`src/rtl/cfg_store_pkg.sv`:
```
package cfg_store_pkg;

    typedef enum logic [2:0] {
        OP_NOP     = 3'd0,
        OP_PROG    = 3'd1,
        OP_VERIFY  = 3'd2,
        OP_PRELOAD = 3'd3,
        OP_SIG_WR  = 3'd4,
        OP_SIG_RD  = 3'd5,
        OP_LOCK    = 3'd6,
        OP_ERASE   = 3'd7
    } cfg_op_e;

    typedef enum logic {
        ST_IDLE = 1'b0,
        ST_BUSY = 1'b1
    } cfg_state_e;

    localparam int SIG_BYTES = 8;
    localparam int SIG_IDX_W = $clog2(SIG_BYTES);

endpackage

```
`src/rtl/cfg_cmd_fsm.sv`:
```
module cfg_cmd_fsm
    import cfg_store_pkg::*;
#(
    parameter int BUSY_CYCLES = 4
) (
    input  logic    clk,
    input  logic    rst_n,
    input  logic    cmd_valid_i,
    input  cfg_op_e op_i,
    input  logic    secured_i,
    output logic    accept_o,
    output logic    busy_o
);
    localparam int CNT_W = $clog2(BUSY_CYCLES + 1);

    cfg_state_e       state_q, state_d;
    logic [CNT_W-1:0] cnt_q, cnt_d;
    logic             long_op;

    // Commands that occupy the store for a hold-off period
    always_comb begin
        long_op = (op_i == OP_SIG_WR) || (op_i == OP_LOCK) || (op_i == OP_ERASE) ||
                  ((op_i == OP_PROG) && !secured_i);
    end

    always_comb begin
        state_d = state_q;
        cnt_d   = cnt_q;
        unique case (state_q)
            ST_IDLE: begin
                if (cmd_valid_i && long_op) begin
                    state_d = ST_BUSY;
                    cnt_d   = CNT_W'(BUSY_CYCLES);
                end
            end
            ST_BUSY: begin
                if (cnt_q == CNT_W'(1)) begin
                    state_d = ST_IDLE;
                    cnt_d   = '0;
                end else begin
                    cnt_d = cnt_q - 1'b1;
                end
            end
            default: begin
                state_d = ST_IDLE;
                cnt_d   = '0;
            end
        endcase
    end

    // State register
    always_ff @(posedge clk or negedge rst_n) begin
        if (!rst_n) begin
            state_q <= ST_IDLE;
            cnt_q   <= '0;
        end else begin
            state_q <= state_d;
            cnt_q   <= cnt_d;
        end
    end

    // Outputs
    always_comb begin
        accept_o = cmd_valid_i && (state_q == ST_IDLE);
        busy_o   = (state_q == ST_BUSY);
    end

    // hold counter stays within its window while busy
    p_cnt_range_r8: assert property (@(posedge clk) disable iff (!rst_n)
        (state_q == ST_BUSY) |-> (cnt_q >= CNT_W'(1)) && (cnt_q <= CNT_W'(BUSY_CYCLES)));

    // a busy period always starts with the full count
    p_busy_start_r8: assert property (@(posedge clk) disable iff (!rst_n)
        $rose(busy_o) |-> (cnt_q == CNT_W'(BUSY_CYCLES)));

endmodule

```
`src/rtl/cfg_fuse_bank.sv`:
```
module cfg_fuse_bank #(
    parameter int DEPTH = 16,
    parameter int W     = 8
) (
    input  logic                     clk,
    input  logic                     rst_n,
    input  logic                     prog_en_i,
    input  logic                     lock_en_i,
    input  logic                     erase_en_i,
    input  logic [$clog2(DEPTH)-1:0] addr_i,
    input  logic [W-1:0]             wdata_i,
    output logic [W-1:0]             rdata_o,
    output logic                     secured_o
);
    localparam int AW = $clog2(DEPTH);

    logic [DEPTH-1:0][W-1:0] fuse_q;
    logic                    secured_q;

    always_ff @(posedge clk or negedge rst_n) begin
        if (!rst_n) begin
            fuse_q    <= '0;
            secured_q <= 1'b0;
        end else if (erase_en_i) begin
            fuse_q    <= '0;
            secured_q <= 1'b0;
        end else begin
            if (lock_en_i) begin
                secured_q <= 1'b1;
            end
            for (int i = 0; i < DEPTH; i++) begin
                if (prog_en_i && !secured_q && (addr_i == AW'(i))) begin
                    fuse_q[i] <= wdata_i;
                end
            end
        end
    end

    always_comb begin
        rdata_o   = fuse_q[addr_i];
        secured_o = secured_q;
    end

    // lock is sticky unless erased
    p_sticky_lock_r6: assert property (@(posedge clk) disable iff (!rst_n)
        (secured_q && !erase_en_i) |=> secured_q);

    // programming under lock changes nothing
    p_prog_blocked_r6: assert property (@(posedge clk) disable iff (!rst_n)
        (prog_en_i && secured_q && !erase_en_i) |=> $stable(fuse_q));

    // erase clears array and lock
    p_erase_clears_r7: assert property (@(posedge clk) disable iff (!rst_n)
        erase_en_i |=> (!secured_q && (fuse_q == '0)));

endmodule

```
`src/rtl/cfg_sig_bytes.sv`:
```
module cfg_sig_bytes
    import cfg_store_pkg::*;
(
    input  logic                 clk,
    input  logic                 rst_n,
    input  logic                 wr_en_i,
    input  logic [SIG_IDX_W-1:0] idx_i,
    input  logic [7:0]           wdata_i,
    output logic [7:0]           rdata_o
);
    logic [SIG_BYTES-1:0][7:0] sig_q;

    always_ff @(posedge clk or negedge rst_n) begin
        if (!rst_n) begin
            sig_q <= '0;
        end else if (wr_en_i) begin
            sig_q[idx_i] <= wdata_i;
        end
    end

    always_comb rdata_o = sig_q[idx_i];

    // signature changes only through its own write strobe
    p_sig_hold_r5: assert property (@(posedge clk) disable iff (!rst_n)
        !wr_en_i |=> $stable(sig_q));

endmodule

```
`src/rtl/cfg_lock_store.sv`:
```
module cfg_lock_store
    import cfg_store_pkg::*;
#(
    parameter int FUSE_DEPTH  = 16,
    parameter int DATA_W      = 8,
    parameter int BUSY_CYCLES = 4,
    localparam int ADDR_W     = $clog2(FUSE_DEPTH)
) (
    input  logic              clk,
    input  logic              rst_n,
    input  logic              cmd_valid,
    input  logic [2:0]        cmd_op,
    input  logic [ADDR_W-1:0] cmd_addr,
    input  logic [DATA_W-1:0] cmd_wdata,
    output logic              busy,
    output logic              rsp_valid,
    output logic              rsp_err,
    output logic [DATA_W-1:0] rsp_data,
    output logic [DATA_W-1:0] fab_q
);
    cfg_op_e           op;
    logic              accept;
    logic              secured;
    logic [DATA_W-1:0] fuse_rdata;
    logic [7:0]        sig_rdata;
    logic              rsp_valid_q, rsp_err_q;
    logic [DATA_W-1:0] rsp_data_q, fab_q_r;

    always_comb op = cfg_op_e'(cmd_op);

    cfg_cmd_fsm #(.BUSY_CYCLES(BUSY_CYCLES)) u_fsm (
        .clk        (clk),
        .rst_n      (rst_n),
        .cmd_valid_i(cmd_valid),
        .op_i       (op),
        .secured_i  (secured),
        .accept_o   (accept),
        .busy_o     (busy)
    );

    cfg_fuse_bank #(.DEPTH(FUSE_DEPTH), .W(DATA_W)) u_fuse (
        .clk       (clk),
        .rst_n     (rst_n),
        .prog_en_i (accept && (op == OP_PROG)),
        .lock_en_i (accept && (op == OP_LOCK)),
        .erase_en_i(accept && (op == OP_ERASE)),
        .addr_i    (cmd_addr),
        .wdata_i   (cmd_wdata),
        .rdata_o   (fuse_rdata),
        .secured_o (secured)
    );

    cfg_sig_bytes u_sig (
        .clk    (clk),
        .rst_n  (rst_n),
        .wr_en_i(accept && (op == OP_SIG_WR)),
        .idx_i  (cmd_addr[SIG_IDX_W-1:0]),
        .wdata_i(cmd_wdata[7:0]),
        .rdata_o(sig_rdata)
    );

    // Response and fabric register
    always_ff @(posedge clk or negedge rst_n) begin
        if (!rst_n) begin
            rsp_valid_q <= 1'b0;
            rsp_err_q   <= 1'b0;
            rsp_data_q  <= '0;
            fab_q_r     <= '0;
        end else begin
            rsp_valid_q <= 1'b0;
            rsp_err_q   <= 1'b0;
            rsp_data_q  <= '0;
            if (accept) begin
                unique case (op)
                    OP_NOP: ;
                    OP_VERIFY: begin
                        rsp_valid_q <= 1'b1;
                        rsp_err_q   <= secured;
                        rsp_data_q  <= secured ? '0 : fuse_rdata;
                    end
                    OP_PRELOAD: begin
                        rsp_valid_q <= 1'b1;
                        rsp_err_q   <= secured;
                        if (!secured) fab_q_r <= cmd_wdata;
                    end
                    OP_PROG: begin
                        rsp_valid_q <= 1'b1;
                        rsp_err_q   <= secured;
                    end
                    OP_SIG_RD: begin
                        rsp_valid_q <= 1'b1;
                        rsp_data_q  <= DATA_W'(sig_rdata);
                    end
                    OP_SIG_WR, OP_LOCK, OP_ERASE: begin
                        rsp_valid_q <= 1'b1;
                    end
                    default: ;
                endcase
            end
        end
    end

    always_comb begin
        rsp_valid = rsp_valid_q;
        rsp_err   = rsp_err_q;
        rsp_data  = rsp_data_q;
        fab_q     = fab_q_r;
    end

    // nothing is answered for a command offered while busy
    p_busy_no_rsp_r8: assert property (@(posedge clk) disable iff (!rst_n)
        busy |=> !rsp_valid_q);

    // a refused command never leaks data
    p_err_no_data_r3: assert property (@(posedge clk) disable iff (!rst_n)
        rsp_err_q |-> (rsp_valid_q && (rsp_data_q == '0)));

    // preload under lock leaves the fabric register alone
    p_preload_locked_r4: assert property (@(posedge clk) disable iff (!rst_n)
        (accept && (op == OP_PRELOAD) && secured) |=> $stable(fab_q_r));

    // NOP produces no response
    p_nop_silent_r9: assert property (@(posedge clk) disable iff (!rst_n)
        (accept && (op == OP_NOP)) |=> !rsp_valid_q);

endmodule

```
`config.mk`:
```
export PLATFORM = sky130hd
export DESIGN_NAME = cfg_lock_store
export DESIGN_NICKNAME = d
export VERILOG_FILES = /design/src/rtl/cfg_store_pkg.sv /design/src/rtl/cfg_cmd_fsm.sv /design/src/rtl/cfg_fuse_bank.sv /design/src/rtl/cfg_sig_bytes.sv /design/src/rtl/cfg_lock_store.sv
export SDC_FILE = /design/constraint.sdc
export NUM_CORES = 1
export LEC_CHECK = 0
export BUFFER_PORTS_ARGS = -buffer_cell sky130_fd_sc_hd__buf_4
export CAP_MARGIN = 10
export CORE_ASPECT_RATIO = 1.75
export CORE_MARGIN = 2
export CORE_UTILIZATION = 45
export CTS_CLUSTER_DIAMETER = 40
export DETAILED_ROUTE_END_ITERATION = 8
export PLACE_DENSITY = 0.6
export REMOVE_ABC_BUFFERS = 1
export SYNTH_ARGS = -nofsm -noshare
export SYNTH_HDL_FRONTEND = slang
export SYNTH_SLANG_ARGS = --single-unit
```
`constraint.sdc`:
```
create_clock -name clk -period 5.1 [get_ports clk]
set_input_delay 1.02 -clock clk [delete_from_list [all_inputs] [get_ports clk]]
set_output_delay 1.02 -clock clk [all_outputs]
set_load 0.01 [all_outputs]
```
==> results of run 1 <==
==> kinds of logic after synthesis <==
logic type | after synthesis | share of synthesized area
AO/OA/AOI/OAI | 109 | 0.0644
adder cells (fa/ha/maj) | 2 | 0.00247
buffers and inverters | 68 | 0.0262
flip-flops | 215 | 0.531
multiplexers | 223 | 0.257
AND/OR/NAND/NOR | 271 | 0.119
==> Yosys cell counts (all sizes together) <==
| master | instances | area, µm² |
|---|---|---|
| nor2b | 5 | 31.3 |
| o31ai | 1 | 7.51 |
| nand4 | 1 | 6.26 |
| o311ai | 3 | 26.3 |
| or4b | 1 | 10.0 |
| or3 | 3 | 18.8 |
| o22ai | 2 | 12.5 |
| mux2 | 79 | 890 |
| o221ai | 11 | 96.3 |
| o211ai | 3 | 22.5 |
| ha | 2 | 25.0 |
| or2 | 2 | 12.5 |
| buf | 12 | 55.1 |
| a22oi | 16 | 120 |
| nand2 | 114 | 428 |
| a21oi | 64 | 320 |
| o21ai | 7 | 35.0 |
| nor4 | 3 | 33.8 |
| and2 | 1 | 6.26 |
| clkbuf | 50 | 188 |
| nor3 | 6 | 51.3 |
| nand3 | 33 | 170 |
| nor2 | 92 | 368 |
| nor3b | 1 | 12.5 |
| clkinv | 1 | 3.75 |
| inv | 5 | 18.8 |
| a31oi | 2 | 12.5 |
| or4 | 2 | 15.0 |
| mux4 | 22 | 495 |
| mux2i | 122 | 1220 |
| dfrtp | 215 | 5380 |
| nand2b | 7 | 43.8 |
==> power by group <==
| group | internal [W] | switching [W] | total (W) | leakage [nW] |
|---|---|---|---|---|
| combinational | 0.000235 | 0.000290 | 0.000525 | 2.18 |
| clock | 0.00105 | 0.000741 | 0.00179 | 0.405 |
| sequential | 0.00187 | 0.0000867 | 0.00195 | 2.96 |
==> layout make-up <==
cell class | instances | share of cell area
flip-flops and latches | 215 | 0.470
multi-input cells | 605 | 0.393
clock buffers | 31 | 0.0583
well taps | 296 | 0.0323
repair buffers | 46 | 0.0319
clock inverters | 14 | 0.0131
inverters | 6 | 0.00197
==> worst min-delay path, stage by stage (launching register included) <==
cell and delay (ns):
dfrtp_1 0.34, nand2_1 0.04, o21ai_0 0.07
==> registers in the layout, summed over array words and instances, names as in the netlist <==
| name | flops |
|---|---|
| fab_q | 8 |
| rsp_data | 8 |
| rsp_err | 1 |
| rsp_valid | 1 |
| u_fsm.busy_o | 1 |
| u_fsm.cnt_q | 3 |
| u_fuse.fuse_q | 128 |
| u_fuse.secured_o | 1 |
| u_sig.sig_q | 64 |
==> metrics by stage <==
stage               setup TNS (ns)  hold WS (ns)  area [µm²]
finish                           0         0.488       11500
CTS                              0         0.491       11500
global route                     0         0.511       11500
floorplan                   -46.62         0.450        9890
detailed placement               0         0.477       10600
global placement                 0         0.467       10600
==> how the worst max path moves through the flow <==
stage                                    to  slack [ns]  cells after the start
final                     u_fuse.fuse_q[15]        1.98                      5
after floorplan            u_fuse.fuse_q[0]       -0.42                      3
after detailed placement  u_fuse.fuse_q[15]        1.40                      5
after global placement    u_fuse.fuse_q[11]        1.46                      5
after CTS                 u_fuse.fuse_q[15]        1.93                      5
after global routing      u_fuse.fuse_q[13]        1.74                      5
==> cell usage in the layout, fill, tap and decap left out, drive strengths merged, types with 16 or more instances in the layout <==
| master | Yosys | routed |
|---|---|---|
| a21oi | 64 | 64 |
| mux2 | 79 | 79 |
| mux4 | 22 | 22 |
| nor2 | 92 | 92 |
| nand3 | 33 | 33 |
| nand2 | 114 | 114 |
| buf | 12 | 46 |
| mux2i | 122 | 122 |
| a22oi | 16 | 16 |
| dfrtp | 215 | 215 |
| clkbuf | 50 | 31 |
==> metal layers <==
metal  vias up  share of wire
met5         -              0
met4         0          0.031
met3        38          0.036
met2       167           0.51
met1      3585           0.42
li1       3153              -
==> metrics.cfg, run 1 <==
[route]
dr.pass1.iters = 6
vias_per_cell = 5.72
drc = 0
dr_total_vias = 6943
antenna_left = 0
routed_wirelength_um = 26500
routedWlPerCell_um = 21.8
drtIter0Drc = 565

[sta]
maxSlewHeadroom = 0.299
period_share = 0.611
setup_ws_ns = 1.98
max_freq_mhz = 321
setup_violations = 0
fin_worst_skew_ns = 0.0118
worst_pin_slew_ns = 1.05
rsz0062_at_grt = false
hold_viol = 0
fin_crit_ns = 3.12
drv_slew = 0

[yosys]
synth.avg_cell_area_um2 = 11.4
synthCells = 888
ys_seq_elements = 215
ys_seq_area_frac = 0.531
syn-cell-area_um2 = 10100
ys.warnings.count = 0
synth.distinct_cells = 39

[worst_setup_path]
crit_type = in2reg
end_kind = flip-flop
slowest_stage = nor2b_1
r2r_setup_slack_ns = 2.24
r2r-start = u_fsm.busy_o
path_buf_inv = 1
crit_chain = buf_4, nor2b_1, nand3_1, mux2i_1, nor2_1
r2r-end = u_fuse.fuse_q[97]
startpoint_type = input port
crit_path_max_fanout = 43
crit_start = cmd_addr[0]
slowest_delay_ns = 0.80
arrival_ns = 3.51
rr_worst_depth = 6
cp_data_required_time_ns = 5.50
crit_family = simple AND/OR/NAND/NOR gates

[clocking]
cts_setup_buffers = 0
hold_buffers = 0
cts.sinks = 215
clk_pin_slew_ns = 0.06
h-tree-depth = 1
cts_tree = done
clk_path_buf_depth = 3
cts_root_buf = clkbuf_16
numCtsBuffers = 25
cts.repair.resized = 0
clkLatencyLatePin_ns = 0.53

[cells_and_area]
drive_gt1_frac = 0.218
area_growth_pct = 13.0
fill_cells = 1977
seq_area_um2 = 5380
stdcell_count = 1213
nets = 919
final_core_utilization = 0.519
n_antenna_cell = 0
multi_input_area_um2 = 4500

[min_path]
min_to = u_fsm.cnt_q[1]
worst_hold_path_type = reg2reg
min_path_cells = 2
hold_start = u_fsm.cnt_q[1]

[status]
status = completed

[global_route]
antenna_found_initial = 0
grt_pass1_vias = 7279
grt_pass1_wl_um = 42400
grt_max_degree = 128
grt_busiest_layer = met2
met1_usage = 0.290
overflow = 0
grt_use_met3 = 0.0205
grtUsageTotal = 0.227
grt_use_met2 = 0.401

[placement]
gp_congestion = 0.866
dp_hpwl_um = 16900
pre_cts_ws_ns = 1.40
dp.cells = 1168
portBuffers = 36

[pwr]
powerDensity_nw_per_um2 = 372
p_leak_nw = 5.55
ir_drop_mv = 0.283
finalPower_w = 0.00427

[floorplanning]
die_h_um = 203
fp.dieArea_um2 = 23800
placementRows = 72
core-area_um2 = 22100
fp.dieW_um = 117
start_util = 0.459
ios = 37

[run]
maxCapViolCount = 0

Power figures use the tool's default switching activity.
==> run 2, diff against run 1 <==
==> constraint.sdc (replaced) <==
create_clock -name clk -period 3.1 [get_ports clk]
set_input_delay 0.62 -clock clk [delete_from_list [all_inputs] [get_ports clk]]
set_output_delay 0.62 -clock clk [all_outputs]
set_load 0.01 [all_outputs]
==> metrics.cfg, run 2 (same netlist as run 1, synthesis figures left out) <==
[sta]
tns_ns = 0  ; unchanged
drv_slew = 0  ; unchanged
rsz0062_at_grt = false
fin_worst_skew_ns = 0.00600  ; -0.00578 ns
max_freq_mhz = 410
hold_viol = 0  ; unchanged
period_share = 0.786
maxSlewHeadroom = 0.552  ; +0.253
worst_pin_slew_ns = 0.664  ; -0.385 ns
fin_crit_ns = 2.44
setup_violations = 0  ; unchanged

[route]
dr_total_vias = 7024  ; +1.2%
drtIter0Drc = 467  ; -17%
antenna_left = 0  ; unchanged
dr.pass1.iters = 5  ; -1
routed_wirelength_um = 26800  ; +1.2%
vias_per_cell = 5.65  ; -1.3%
drc = 0  ; unchanged
routedWlPerCell_um = 21.6  ; -1.3%

[floorplanning]
start_util = 0.459  ; unchanged
fp.dieW_um = 117  ; unchanged
fp.dieArea_um2 = 23800  ; unchanged
placementRows = 72  ; unchanged
ios = 37  ; unchanged
die_h_um = 203  ; unchanged
core-area_um2 = 22100  ; unchanged

[cells_and_area]
largest_reg_flops = 128  ; unchanged
reg_top3 = u_fuse.fuse_q: 128 flops, u_sig.sig_q: 64 flops
final_common_cell = dfrtp_1
layout_common_cells = dfrtp_1 (215), mux2i_1 (122), nand2_1 (114)
n_antenna_cell = 0  ; unchanged
fill_cells = 1990  ; +0.66%
regMostFlops = u_fuse.fuse_q
nets = 953  ; +3.7%
area_growth_pct = 15.6
drive_gt1_frac = 0.241  ; +0.0227
final_cell_area_um2 = 11700  ; +2.3%

[pwr]
clockPowerShare = 0.395  ; -0.024
power_frac_comb = 0.131  ; +0.008
p_seq_frac = 0.474  ; +0.016
p_leak_nw = 5.70  ; +2.8%
ir_drop_mv = 0.450  ; +59%
p_switching_w = 0.00172  ; +54%
switching_share = 0.254  ; -0.00843
p_int_w = 0.00506  ; +61%
powerDensity_nw_per_um2 = 579  ; +55%

[clocking]
hold_buffers = 0  ; unchanged
h-tree-depth = 1  ; unchanged
cts.repair.resized = 0  ; unchanged
numCtsBuffers = 23  ; -8.0%
cts_root_buf = clkbuf_16
clk_path_buf_depth = 3  ; unchanged
cts.sinks = 215  ; unchanged
cts_tree = done
clkLatencyLatePin_ns = 0.50  ; -0.03 ns
cts_setup_buffers = 0  ; unchanged
clk_pin_slew_ns = 0.06  ; about the same

[placement]
dp_hpwl_um = 17800  ; +5.3%
place_area_um2 = 11000  ; +3.4%
gp_congestion = 0.884  ; +2.1%
portBuffers = 36  ; unchanged

[status]
status = completed

[global_route]
antenna_found_initial = 0  ; unchanged
grt_pass1_wl_um = 42500  ; +0.24%
grt_pass1_vias = 7303  ; +0.33%
grt_max_degree = 68  ; -47%
overflow = 0  ; unchanged
grtUsageTotal = 0.229  ; +0.00226

[worst_setup_path]
slowest_stage = or4b_1
cp_data_required_time_ns = 3.48  ; -2.02 ns
crit_type = reg2reg
crit_path_max_fanout = 28  ; -35%
crit_chain = or4b_1, buf_4, nor4_4, buf_12, nand3_2, mux2i_1, nor2_1
startpoint_type = flip-flop
end_kind = flip-flop
slowest_delay_ns = 0.60  ; -0.20 ns
arrival_ns = 2.82  ; -0.69 ns

[min_path]
worst_hold_path_type = in2async

[run]
maxCapViolCount = 0  ; unchanged

==> run 2: cell types whose count changed in the layout (fill, tap and decap cells not counted), sizes merged <==
cell / delta
buf: +36
inv: -4
clkinv: -2
==> run 2: critical path: cells and delay by family (launching register included) <==
kind / cells / cell delay, ns
mux: 1 / 0.28
simple gates: 4 / 1.19
buf+inv: 2 / 0.41
flops: 1 / 0.42
==> run 2: per-stage QoR <==
stage          total power, W  setup WS, ns   util  std cells  hold WS [ns]
2_1_floorplan         0.00370         -2.02      -        826         0.324
3_3_place_gp          0.00414         0.383  0.498       1204         0.468
3_5_place_dp          0.00416         0.371  0.498       1204         0.471
4_1_cts               0.00685         0.650  0.531       1243        0.0928
5_1_grt               0.00708         0.561  0.531       1243         0.117
6_report              0.00678         0.664  0.531       1243        0.0799
==> run 2: layer usage <==
metal  vias to the layer above  part of all wire  routed length [µm]  global-route usage
met3                        59             0.038                1020              0.0213
met2                       181              0.52               13900               0.406
met1                      3563              0.40               10800               0.288
met4                         0             0.039                1060              0.0972
met5                         -                 0                   0                   0
li1                       3221                 -                   -                   -
==> run 2: final timing paths <==
kind / from / end / slack (ns) / cells past startpoint
max reg2reg: u_fsm.busy_o / u_fuse.fuse_q[106] / 0.66 / 7
min: rst_n / u_fuse.fuse_q[109] / 0.08 / 1
min in group clk: cmd_op[2] / rsp_err / 0.33 / 2
max: u_fsm.busy_o / u_fuse.fuse_q[106] / 0.66 / 7
min reg2reg: u_fsm.cnt_q[1] / u_fsm.cnt_q[1] / 0.48 / 2
max in group asynchronous: rst_n / u_fsm.cnt_q[0] / 2.31 / 2
==> run 2: final cells by class <==
cell class / count / area (µm²) / share of cell area
clock inverters: 8 / 100 / 0.00854
clock buffers: 31 / 626 / 0.0534
repair buffers: 82 / 723 / 0.0617
multi-input cells: 605 / 4500 / 0.384
inverters: 6 / 22.5 / 0.00192
flip-flops and latches: 215 / 5380 / 0.459
well taps: 296 / 370 / 0.0316
==> run 2: power by group through the flow <==
stage / logic, W / clock network [W] / registers (W)
global route: 0.000983 / 0.00285 / 0.00325
global placement: 0.000884 / 0 / 0.00326
detailed placement: 0.000898 / 0 / 0.00327
finish: 0.000886 / 0.00268 / 0.00322
CTS: 0.000900 / 0.00274 / 0.00322
floorplan: 0.000449 / 0 / 0.00325
==> run 3, diff against run 2 <==
==> constraint.sdc (replaced) <==
create_clock -name clk -period 2.5 [get_ports clk]
set_input_delay 0.5 -clock clk [delete_from_list [all_inputs] [get_ports clk]]
set_output_delay 0.5 -clock clk [all_outputs]
set_load 0.01 [all_outputs]
==> metrics.cfg, run 3 (same netlist as run 1, synthesis figures left out) <==
[floorplanning]
fp.dieW_um = 117  ; unchanged
core-area_um2 = 22100  ; unchanged
ios = 37  ; unchanged
start_util = 0.459  ; unchanged
fp.dieArea_um2 = 23800  ; unchanged
placementRows = 72  ; unchanged
die_h_um = 203  ; unchanged

[pwr]
ir_drop_mv = 0.561  ; +25%
clockPowerShare = 0.425  ; +0.030
powerDensity_nw_per_um2 = 737  ; +27%
p_switching_w = 0.00238  ; +39%
power_frac_comb = 0.126  ; -0.005
p_leak_nw = 5.86  ; +2.8%
switching_share = 0.269  ; +0.0153
p_int_w = 0.00648  ; +28%
p_seq_frac = 0.449  ; -0.025

[sta]
rsz0062_at_grt = false
setup_ws_ns = 0.153  ; -0.511 ns
maxSlewHeadroom = 0.421  ; -0.131
fin_worst_skew_ns = 0.0134  ; +0.00736 ns
setup_violations = 0  ; unchanged
period_share = 0.939  ; +0.153
whs_ns = 0.233  ; +0.153 ns
worst_pin_slew_ns = 0.858  ; +0.194 ns
hold_viol = 0  ; unchanged
drv_slew = 0  ; unchanged
tns_ns = 0  ; unchanged
max_freq_mhz = 426  ; +3.8%
fin_crit_ns = 2.35  ; -0.0894 ns

[clocking]
cts_setup_buffers = 0  ; unchanged
clk_pin_slew_ns = 0.06  ; about the same
clkLatencyLatePin_ns = 0.54  ; +0.04 ns
numCtsBuffers = 26  ; +13%
cts.sinks = 215  ; unchanged
clk_path_buf_depth = 3  ; unchanged
cts_root_buf = clkbuf_16
h-tree-depth = 1  ; unchanged
cts_tree = done

[cells_and_area]
largest_reg_flops = 128  ; unchanged
final_common_cell = dfrtp_1
final_core_utilization = 0.545  ; +0.0142
multi_input_area_um2 = 4500  ; unchanged
n_antenna_cell = 0  ; unchanged
drive_gt1_frac = 0.261  ; +0.0206
seq_area_um2 = 5380  ; unchanged
area_growth_pct = 18.7
layout_common_cells = dfrtp_1 (215), mux2i_1 (122), nand2_1 (114)
nets = 972  ; +2.0%
stdcell_count = 1268  ; +2.0%
fill_cells = 1926  ; -3.2%
regMostFlops = u_fuse.fuse_q
reg_top3 = u_fuse.fuse_q: 128 flops, u_sig.sig_q: 64 flops

[global_route]
overflow = 0  ; unchanged
grt_pass1_wl_um = 43600  ; +2.8%
grtUsageTotal = 0.236  ; +0.00611
antenna_found_initial = 0  ; unchanged
grt_pass1_vias = 7506  ; +2.8%
grt_max_degree = 83  ; +22%

[route]
drtIter0Drc = 530  ; +13%
vias_per_cell = 5.62  ; -0.62%
routedWlPerCell_um = 21.3  ; -1.2%
dr.pass1.iters = 5  ; unchanged
dr_total_vias = 7121  ; +1.4%
antenna_left = 0  ; unchanged
drc = 0  ; unchanged
routed_wirelength_um = 27000  ; +0.82%

[worst_setup_path]
end_kind = flip-flop
slowest_delay_ns = 0.59  ; about the same
slowest_stage = or4b_1
crit_path_max_fanout = 8  ; -71%
path_buf_inv = 1  ; -1
startpoint_type = flip-flop
arrival_ns = 2.76  ; -0.06 ns
crit_type = reg2reg
cp_data_required_time_ns = 2.91  ; -0.57 ns
crit_chain = or4b_1, or3_1, nor3_4, buf_12, mux2i_1, nor2_1
crit_family = simple AND/OR/NAND/NOR gates

[placement]
dp_hpwl_um = 18000  ; +1.2%
pre_cts_ws_ns = -0.0504  ; -0.421 ns
gp_congestion = 0.860  ; -2.7%
dp.cells = 1219  ; +1.2%
portBuffers = 36  ; unchanged

[status]
status = completed

[min_path]
worst_hold_path_type = in2reg

[run]
maxCapViolCount = 0  ; unchanged

-- run 3: cell count changes in the layout (fill, tap and decap cells not counted), sizes merged --
cell and delta:
buf +15, bufinv -1, clkinv -1, clkinvlp +2, dlygate4sd3 +1, inv +9
-- run 3: cell type report --
cell class                      instances  area share
Sequential cell                       215       0.447
Inverter                                6     0.00187
Clock inverter                         17      0.0146
Multi-Input combinational cell        605       0.374
Timing Repair Buffer                   98      0.0744
Tap cell                              296      0.0308
Clock buffer                           31      0.0574
-- run 3: per-layer routing --
metal | up-vias | wire length (µm) | GRT usage
met5 | - | 0 | 0
met2 | 165 | 13900 | 0.408
met1 | 3611 | 11100 | 0.294
met4 | 0 | 1220 | 0.114
li1 | 3279 | - | -
met3 | 66 | 854 | 0.0270
-- run 3: final timing paths --
path	depth (start not counted)	to	slack, ns	start
setup / recovery	6	u_fuse.fuse_q[53]	0.15	u_fsm.busy_o
hold / removal	2	u_fuse.secured_o	0.23	cmd_op[0]
setup reg to reg	6	u_fuse.fuse_q[53]	0.15	u_fsm.busy_o
hold reg to reg	2	u_fsm.cnt_q[1]	0.48	u_fsm.cnt_q[1]
max in group asynchronous	3	u_fuse.fuse_q[83]	1.20	rst_n
min in group asynchronous	2	u_fuse.fuse_q[47]	0.51	rst_n
-- run 3: power by group through the flow --
| stage | clock network [W] | registers, W | logic, W |
|---|---|---|---|
| after floorplan | 0 | 0.00403 | 0.000557 |
| after global placement | 0 | 0.00404 | 0.00111 |
| after detailed placement | 0 | 0.00405 | 0.00113 |
| after CTS | 0.00385 | 0.00398 | 0.00113 |
| after global routing | 0.00401 | 0.00403 | 0.00123 |
| final | 0.00377 | 0.00398 | 0.00112 |
-- run 3: through the flow --
stage               cell area, µm²  total power [W]
floorplan                     9890          0.00459
global placement             11200          0.00514
detailed placement           11200          0.00518
CTS                          12000          0.00896
global route                 12000          0.00927
finish                       12000          0.00886
-- run 3: repair_timing --
action / CTS / global route
hold buffers: 1 / 0
resized for setup: 0 / 0
hold endpoints to repair: 67 / 0
